[src/rtl/rt_clkdiv_pkg.sv]
package rt_clkdiv_pkg;

  typedef enum logic [1:0] {
    UPD_IDLE = 2'd0,
    UPD_WAIT = 2'd1,
    UPD_DONE = 2'd2
  } upd_state_e;

  localparam int unsigned CTRL_W    = 32;
  localparam int unsigned EN_OFFSET = 16;

endpackage

[src/rtl/rt_clkdiv_ctrl.sv]
module rt_clkdiv_ctrl
  import rt_clkdiv_pkg::*;
#(
  parameter int unsigned SHIFT   = 0,
  parameter int unsigned FIELD_W = 3
) (
  input  logic                clk,
  input  logic                rst_n,
  input  logic                wr_en,
  input  logic [CTRL_W-1:0]   wr_data,
  input  logic                wrap,
  output logic                busy,
  output logic                load,
  output logic [FIELD_W-1:0]  pend_code,
  output logic                drop_err
);

  localparam int unsigned EN_POS = SHIFT + EN_OFFSET;

  upd_state_e          state_q, state_d;
  logic [FIELD_W-1:0]  pend_q, pend_d;
  logic                drop_q, drop_d;
  logic                wen, accept, reject;
  logic                unused_wr;

  assign unused_wr = ^wr_data;
  assign wen    = wr_data[EN_POS];
  assign accept = wr_en & wen & (state_q == UPD_IDLE);
  assign reject = wr_en & wen & (state_q != UPD_IDLE);

  always_comb begin
    state_d = state_q;
    unique case (state_q)
      UPD_IDLE: if (accept) state_d = UPD_WAIT;
      UPD_WAIT: if (wrap)   state_d = UPD_DONE;
      UPD_DONE:             state_d = UPD_IDLE;
      default:              state_d = UPD_IDLE;
    endcase
    pend_d = accept ? wr_data[SHIFT +: FIELD_W] : pend_q;
    drop_d = reject;
  end

  always_ff @(posedge clk or negedge rst_n) begin
    if (!rst_n) begin
      state_q <= UPD_IDLE;
      pend_q  <= '0;
      drop_q  <= 1'b0;
    end else begin
      state_q <= state_d;
      drop_q  <= drop_d;
      if (accept) pend_q <= pend_d;
    end
  end

  assign busy      = (state_q != UPD_IDLE);
  assign load      = (state_q == UPD_WAIT) & wrap;
  assign pend_code = pend_q;
  assign drop_err  = drop_q;

endmodule

[src/rtl/rt_clkdiv_core.sv]
module rt_clkdiv_core #(
  parameter int unsigned FIELD_W = 3
) (
  input  logic               clk,
  input  logic               rst_n,
  input  logic               load,
  input  logic [FIELD_W-1:0] pend_code,
  output logic               wrap,
  output logic [FIELD_W-1:0] act_code,
  output logic               clk_out
);

  localparam int unsigned CNT_W = (1 << FIELD_W) - 1;

  logic [CNT_W-1:0]   cnt_q, cnt_d;
  logic [FIELD_W-1:0] act_q, act_d;
  logic               div_q, div_d;
  logic [CNT_W:0]     ratio_cur, ratio_nxt, last_cur;

  always_comb begin
    ratio_cur = (CNT_W+1)'(1) << act_q;
    last_cur  = ratio_cur - (CNT_W+1)'(1);
    wrap      = ({1'b0, cnt_q} == last_cur);
    cnt_d     = wrap ? '0 : cnt_q + {{(CNT_W-1){1'b0}}, 1'b1};
    act_d     = load ? pend_code : act_q;
    ratio_nxt = (CNT_W+1)'(1) << act_d;
    if (act_d == '0) div_d = 1'b1;
    else             div_d = ({1'b0, cnt_d} < (ratio_nxt >> 1));
  end

  always_ff @(posedge clk or negedge rst_n) begin
    if (!rst_n) begin
      cnt_q <= '0;
      act_q <= '0;
      div_q <= 1'b1;
    end else begin
      cnt_q <= cnt_d;
      div_q <= div_d;
      if (load) act_q <= act_d;
    end
  end

  assign act_code = act_q;
  assign clk_out  = (act_q == '0) ? clk : div_q;

endmodule

[src/rtl/rt_clkdiv.sv]
module rt_clkdiv
  import rt_clkdiv_pkg::*;
#(
  parameter int unsigned SHIFT    = 0,
  parameter int unsigned FIELD_W  = 3,
  parameter int unsigned BUSY_POS = 0
) (
  input  logic        clk,
  input  logic        rst_n,
  input  logic        wr_en,
  input  logic [31:0] wr_data,
  output logic [31:0] status_word,
  output logic        drop_err,
  output logic        clk_out
);

  logic [1:0]         rst_pipe_q;
  logic               rst_sync_n;
  logic               busy, load, wrap;
  logic [FIELD_W-1:0] pend_code, act_code;

  always_ff @(posedge clk or negedge rst_n) begin
    if (!rst_n) rst_pipe_q <= 2'b00;
    else        rst_pipe_q <= {rst_pipe_q[0], 1'b1};
  end
  assign rst_sync_n = rst_pipe_q[1];

  rt_clkdiv_ctrl #(.SHIFT(SHIFT), .FIELD_W(FIELD_W)) u_ctrl (
    .clk       (clk),
    .rst_n     (rst_sync_n),
    .wr_en     (wr_en),
    .wr_data   (wr_data),
    .wrap      (wrap),
    .busy      (busy),
    .load      (load),
    .pend_code (pend_code),
    .drop_err  (drop_err)
  );

  rt_clkdiv_core #(.FIELD_W(FIELD_W)) u_core (
    .clk       (clk),
    .rst_n     (rst_sync_n),
    .load      (load),
    .pend_code (pend_code),
    .wrap      (wrap),
    .act_code  (act_code),
    .clk_out   (clk_out)
  );

  always_comb begin
    status_word           = '0;
    status_word[BUSY_POS] = busy;
  end

endmodule

[config.mk]
export PLATFORM = sky130hd
export DESIGN_NAME = rt_clkdiv
export DESIGN_NICKNAME = d
export VERILOG_FILES = /design/src/rtl/rt_clkdiv_pkg.sv /design/src/rtl/rt_clkdiv_ctrl.sv /design/src/rtl/rt_clkdiv_core.sv /design/src/rtl/rt_clkdiv.sv
export SDC_FILE = /design/constraint.sdc
export NUM_CORES = 1
export LEC_CHECK = 0
export ABC_AREA = 1
export BUFFER_PORTS_ARGS = -buffer_cell sky130_fd_sc_hd__buf_2
export CAP_MARGIN = 30
export CORE_MARGIN = 2
export CORE_UTILIZATION = 45
export CTS_BUF_LIST = sky130_fd_sc_hd__clkbuf_8
export DETAILED_ROUTE_END_ITERATION = 16
export PLACE_DENSITY = 0.86
export SLEW_MARGIN = 15
export SYNTH_ARGS = -nofsm -noshare
export SYNTH_HDL_FRONTEND = slang
export SYNTH_HIERARCHICAL = 1
export SYNTH_SLANG_ARGS = --single-unit
[constraint.sdc]
create_clock -name clk -period 3.2 [get_ports clk]
set_input_delay 0.48 -clock clk [delete_from_list [all_inputs] [get_ports clk]]
set_output_delay 0.48 -clock clk [all_outputs]
set_load 0.02 [all_outputs]
# == After elaboration in Yosys (flattened, before gate mapping) ==
# Cells that the tools add are included.
# classes
eq_ne,4
mux,7
n_reduce_logical,5
n_lt_le_gt_ge,1
shift,2
add_sub_neg,2
n_bitwise,4
# op_table
operator,n
$shl A1 B3 Y8 const A,2
$eq A7 B8 Y1,1
$sub A8 B1 Y8 const B,1
$add A7 B1 Y7 const B,1
$lt A7 B7 Y1,1
$mux W7,1
$logic_not A3 Y1,2
$and A1 B1 Y1,4
$mux W2,2
$ne A2 B1 Y1 const B,2
$pmux W2 S2,1
$mux W3,1
$eq A2 B1 Y1 const B,1
$logic_not A2 Y1,1
$mux W1,2
$reduce_and A2 Y1,1
$reduce_bool A2 Y1,1
# word_totals
register_bits,19
output_inout_bits,34

# == Logic depth before layout (Yosys ltp) ==
# depth
ltp_word,8
depth_mapped,28
ltp_nobuf,27

# == Hierarchy ==
# Netlist, hierarchy kept.
# by_module_without_submodules
module,cells_per_inst,instances,area_per_inst_um2,seq_area_each_um2
rt_clkdiv_core,128,1,908.4,276.5
rt_clkdiv,36,1,297.8,50.0
rt_clkdiv_ctrl,27,1,244.0,150.1

==> results.md <==
* Async set-or-reset flop fraction in the synthesized netlist at 1.00
* DRT iter0 DRCs at 45
* VDD IR max at 865 uV
* Status: completed
* Layout cells sized above 1 at 0.409
* Layout overhead on the synthesized area at 34.9%
* PwrDens at roughly 1200 mW/mm^2
* Vias in the first global route at roughly 1,200
* Final Max Tran Viols at 0
* Via density at just under 5
* CP max stage delay at approximately 400 ps
* Final Skew at 2.30 ps
* Die height at 60.8 um
* GP Congestion at a little over 0.8
* Register clock-pin slew on the reported worst setup and hold paths at roughly 80 ps
* Worst-skew pair later-pin latency at 370 ps
* Setup TNS at 0 ps
* Final min period at ~3100 ps
* Pre-Repair DR Iteration Count at 4
* Startpoint Class: register
* Yosys warns at 6
* CP dominant cell by count: nand2_1
* Post-synth EDFFs at 0
* CORE AREA at around 0.003 mm^2
* Seq/Total Area, Yosys at 0.329
* Final Power at ~0.0023 W
* Final worst slack at about 68 ps
* FF+latch count, synth at 19
* Worst relative slew slack at 0.536
* Full die area at about 0.0037 mm^2
* Leakage power at roughly 1 nW
* Data required time of the worst path at about 3500 ps
* HPWL after DPL at approximately 2100 um
* Worst-margin pin slew at 697 ps
* Crit-path slowest cell: dfrtp_1
* Total Routing Usage GR at 0.185
* Antenna viol nets, final at 0
* Mean Syn Cell Area at approximately 7.6 um^2
* Setup violators final at 0
* Worst EP arrival at ~3400 ps
* Synthesized cell area at between 0.001 and 0.0015 mm^2
* WL final at just under 4000 um
* Hold/Removal Path Class: register to asynchronous set/reset pin
* Cell count after synthesis at between 150 and 200
* Dpl ws at -29.7 ps
* Row cnt at 20
* CTS tree: done
* Drt drc at 0
* Via count at around 1,300
* First-pass GRT wire length at 4780 um
* Largest net degree at the start of global routing at 18
* Layout net count at ~280
* Top FF cell, synth: dfrtp_1
* Initial Utilization at 0.475
* Post-Place Cell Area at ~0.0015 mm^2
* Setup slack, reg-to-reg at a little under 70 ps
* Final Cycle Share at 0.979
* Initial antenna violation count at 0
* Cell variety after synth at 25
* Die W at 60.8 um
* Filler Cells Inserted at 230
* Max FO, Critical Path at 6
* Highest clock rate at 319 MHz
* Final Hold Viols at 0
* Critical path endpoint category: register
* Max-cap violation count at 0
* Kind of critical path: register to register
* IO Port Bufs at 9
* Fin area at slightly below 0.002 mm^2
* Routed length per instance at 14.2 um
* Number of diodes at 0
* Grt ovf at 0
* Boundary Pins at just under 70
==> cell usage in the layout, fill, tap and decap left out, types with 3 or more instances in the layout <==
| master | count |
|---|---|
| a21oi_1 | 3 |
| buf_2 | 9 |
| buf_4 | 25 |
| buf_6 | 5 |
| clkbuf_8 | 6 |
| conb_1 | 32 |
| dfrtp_1 | 17 |
| ha_4 | 5 |
| inv_1 | 16 |
| inv_2 | 6 |
| nand2_1 | 34 |
| nand2_2 | 8 |
| nand2_4 | 3 |
| nand3_1 | 8 |
| nand3_2 | 6 |
| nand4_1 | 4 |
| nor2_1 | 12 |
| nor2_2 | 4 |
| nor2_4 | 4 |
| xnor2_1 | 3 |
==> final timing paths <==
kind | endpoint | depth (start not counted) | start
min in group clk | rst_pipe_q[1] | 0 | rst_pipe_q[0]
setup reg to reg | u_core/div_q | 28 | u_core/act_code[2]
setup / recovery | u_core/div_q | 28 | u_core/act_code[2]
max in group asynchronous | u_core/act_code[0] | 0 | rst_pipe_q[1]
hold reg to reg | u_ctrl/pend_code[2] | 0 | rst_pipe_q[1]
hold / removal | u_ctrl/pend_code[2] | 0 | rst_pipe_q[1]
==> through the flow <==
step,hold slack [ps],utilization,cells
final,292,0.641,279
after global routing,368,0.641,279
after CTS,292,0.553,271
after detailed placement,267,0.499,255
after global placement,265,0.499,255
after floorplan,184,-,221
==> cell usage after synthesis (2+ instances only) <==
cell	count	share of area
nand4_1	4	0.017
nand3_1	11	0.038
xor2_1	2	0.012
conb_1	2	0.0052
inv_2	3	0.0078
o21ai_0	4	0.014
nor2_2	3	0.013
nand3_2	5	0.035
ha_1	8	0.069
o21ai_1	2	0.0069
xnor2_1	3	0.018
nor3_1	2	0.0069
nand2_1	41	0.11
buf_4	32	0.17
a21oi_1	4	0.014
nand2_2	4	0.017
dfrtp_1	18	0.31
nor2_1	16	0.041
inv_1	21	0.054
==> worst max-delay path, delay by kind of cell, from the launching register on <==
kind            cells  cell delay (ps)
compound gates      1              100
buf+inv             8              740
flops               1              400
fa+ha+maj           2              510
simple gates       17             1320
==> power by group <==
group / internal [W] / switching [W] / total (W)
Clock: 0.000187 / 0.000133 / 0.000320
Sequential: 0.000347 / 0.0000989 / 0.000446
Combinational: 0.000700 / 0.000878 / 0.00158
==> what timing repair did <==
action	CTS	global route
buffers inserted	8	8
setup endpoints to repair	1	2
hold buffers	1	0
gates resized for setup	5	45
endpoints found under the hold margin	2	0
pin swaps	1	18
==> final cells by class <==
cell class | count | area [um^2] | share of cell area
clock buffers | 7 | 87.6 | 0.0448
clock inverters | 1 | 7.51 | 0.00384
inverters | 24 | 95.1 | 0.0486
multi-input cells | 145 | 938 | 0.480
flip-flops and latches | 19 | 478 | 0.244
well taps | 44 | 55.1 | 0.0282
repair buffers | 39 | 294 | 0.150
==> flip-flops by register name, summed over array words and instances (netlist names) <==
register,flops
u_core/div_q,1
u_ctrl/drop_err,1
u_core/cnt_q,7
rst_pipe_q,2
u_ctrl/pend_code,3
u_core/act_code,3
u_ctrl/state_q,2
==> layer usage <==
metal	vias to the layer above	track usage	part of all wire	routed length [um]
li1	622	-	-	-
met1	638	0.200	0.35	1390
met2	64	0.323	0.55	2190
met3	16	0.0490	0.052	207
met4	0	0.112	0.043	169
met5	-	0	0	0
==> cells by family after synthesis <==
group	Yosys count	synth area share
multiplexers	1	0.00776
adder cells (fa/ha/maj)	8	0.0690
flip-flops	19	0.329
XOR/XNOR	5	0.0302
AO/OA/AOI/OAI	12	0.0457
AND/OR/NAND/NOR	87	0.282
buffers and inverters	57	0.231
other	2	0.00518
Note: power is estimated with default switching activity, not from simulation.
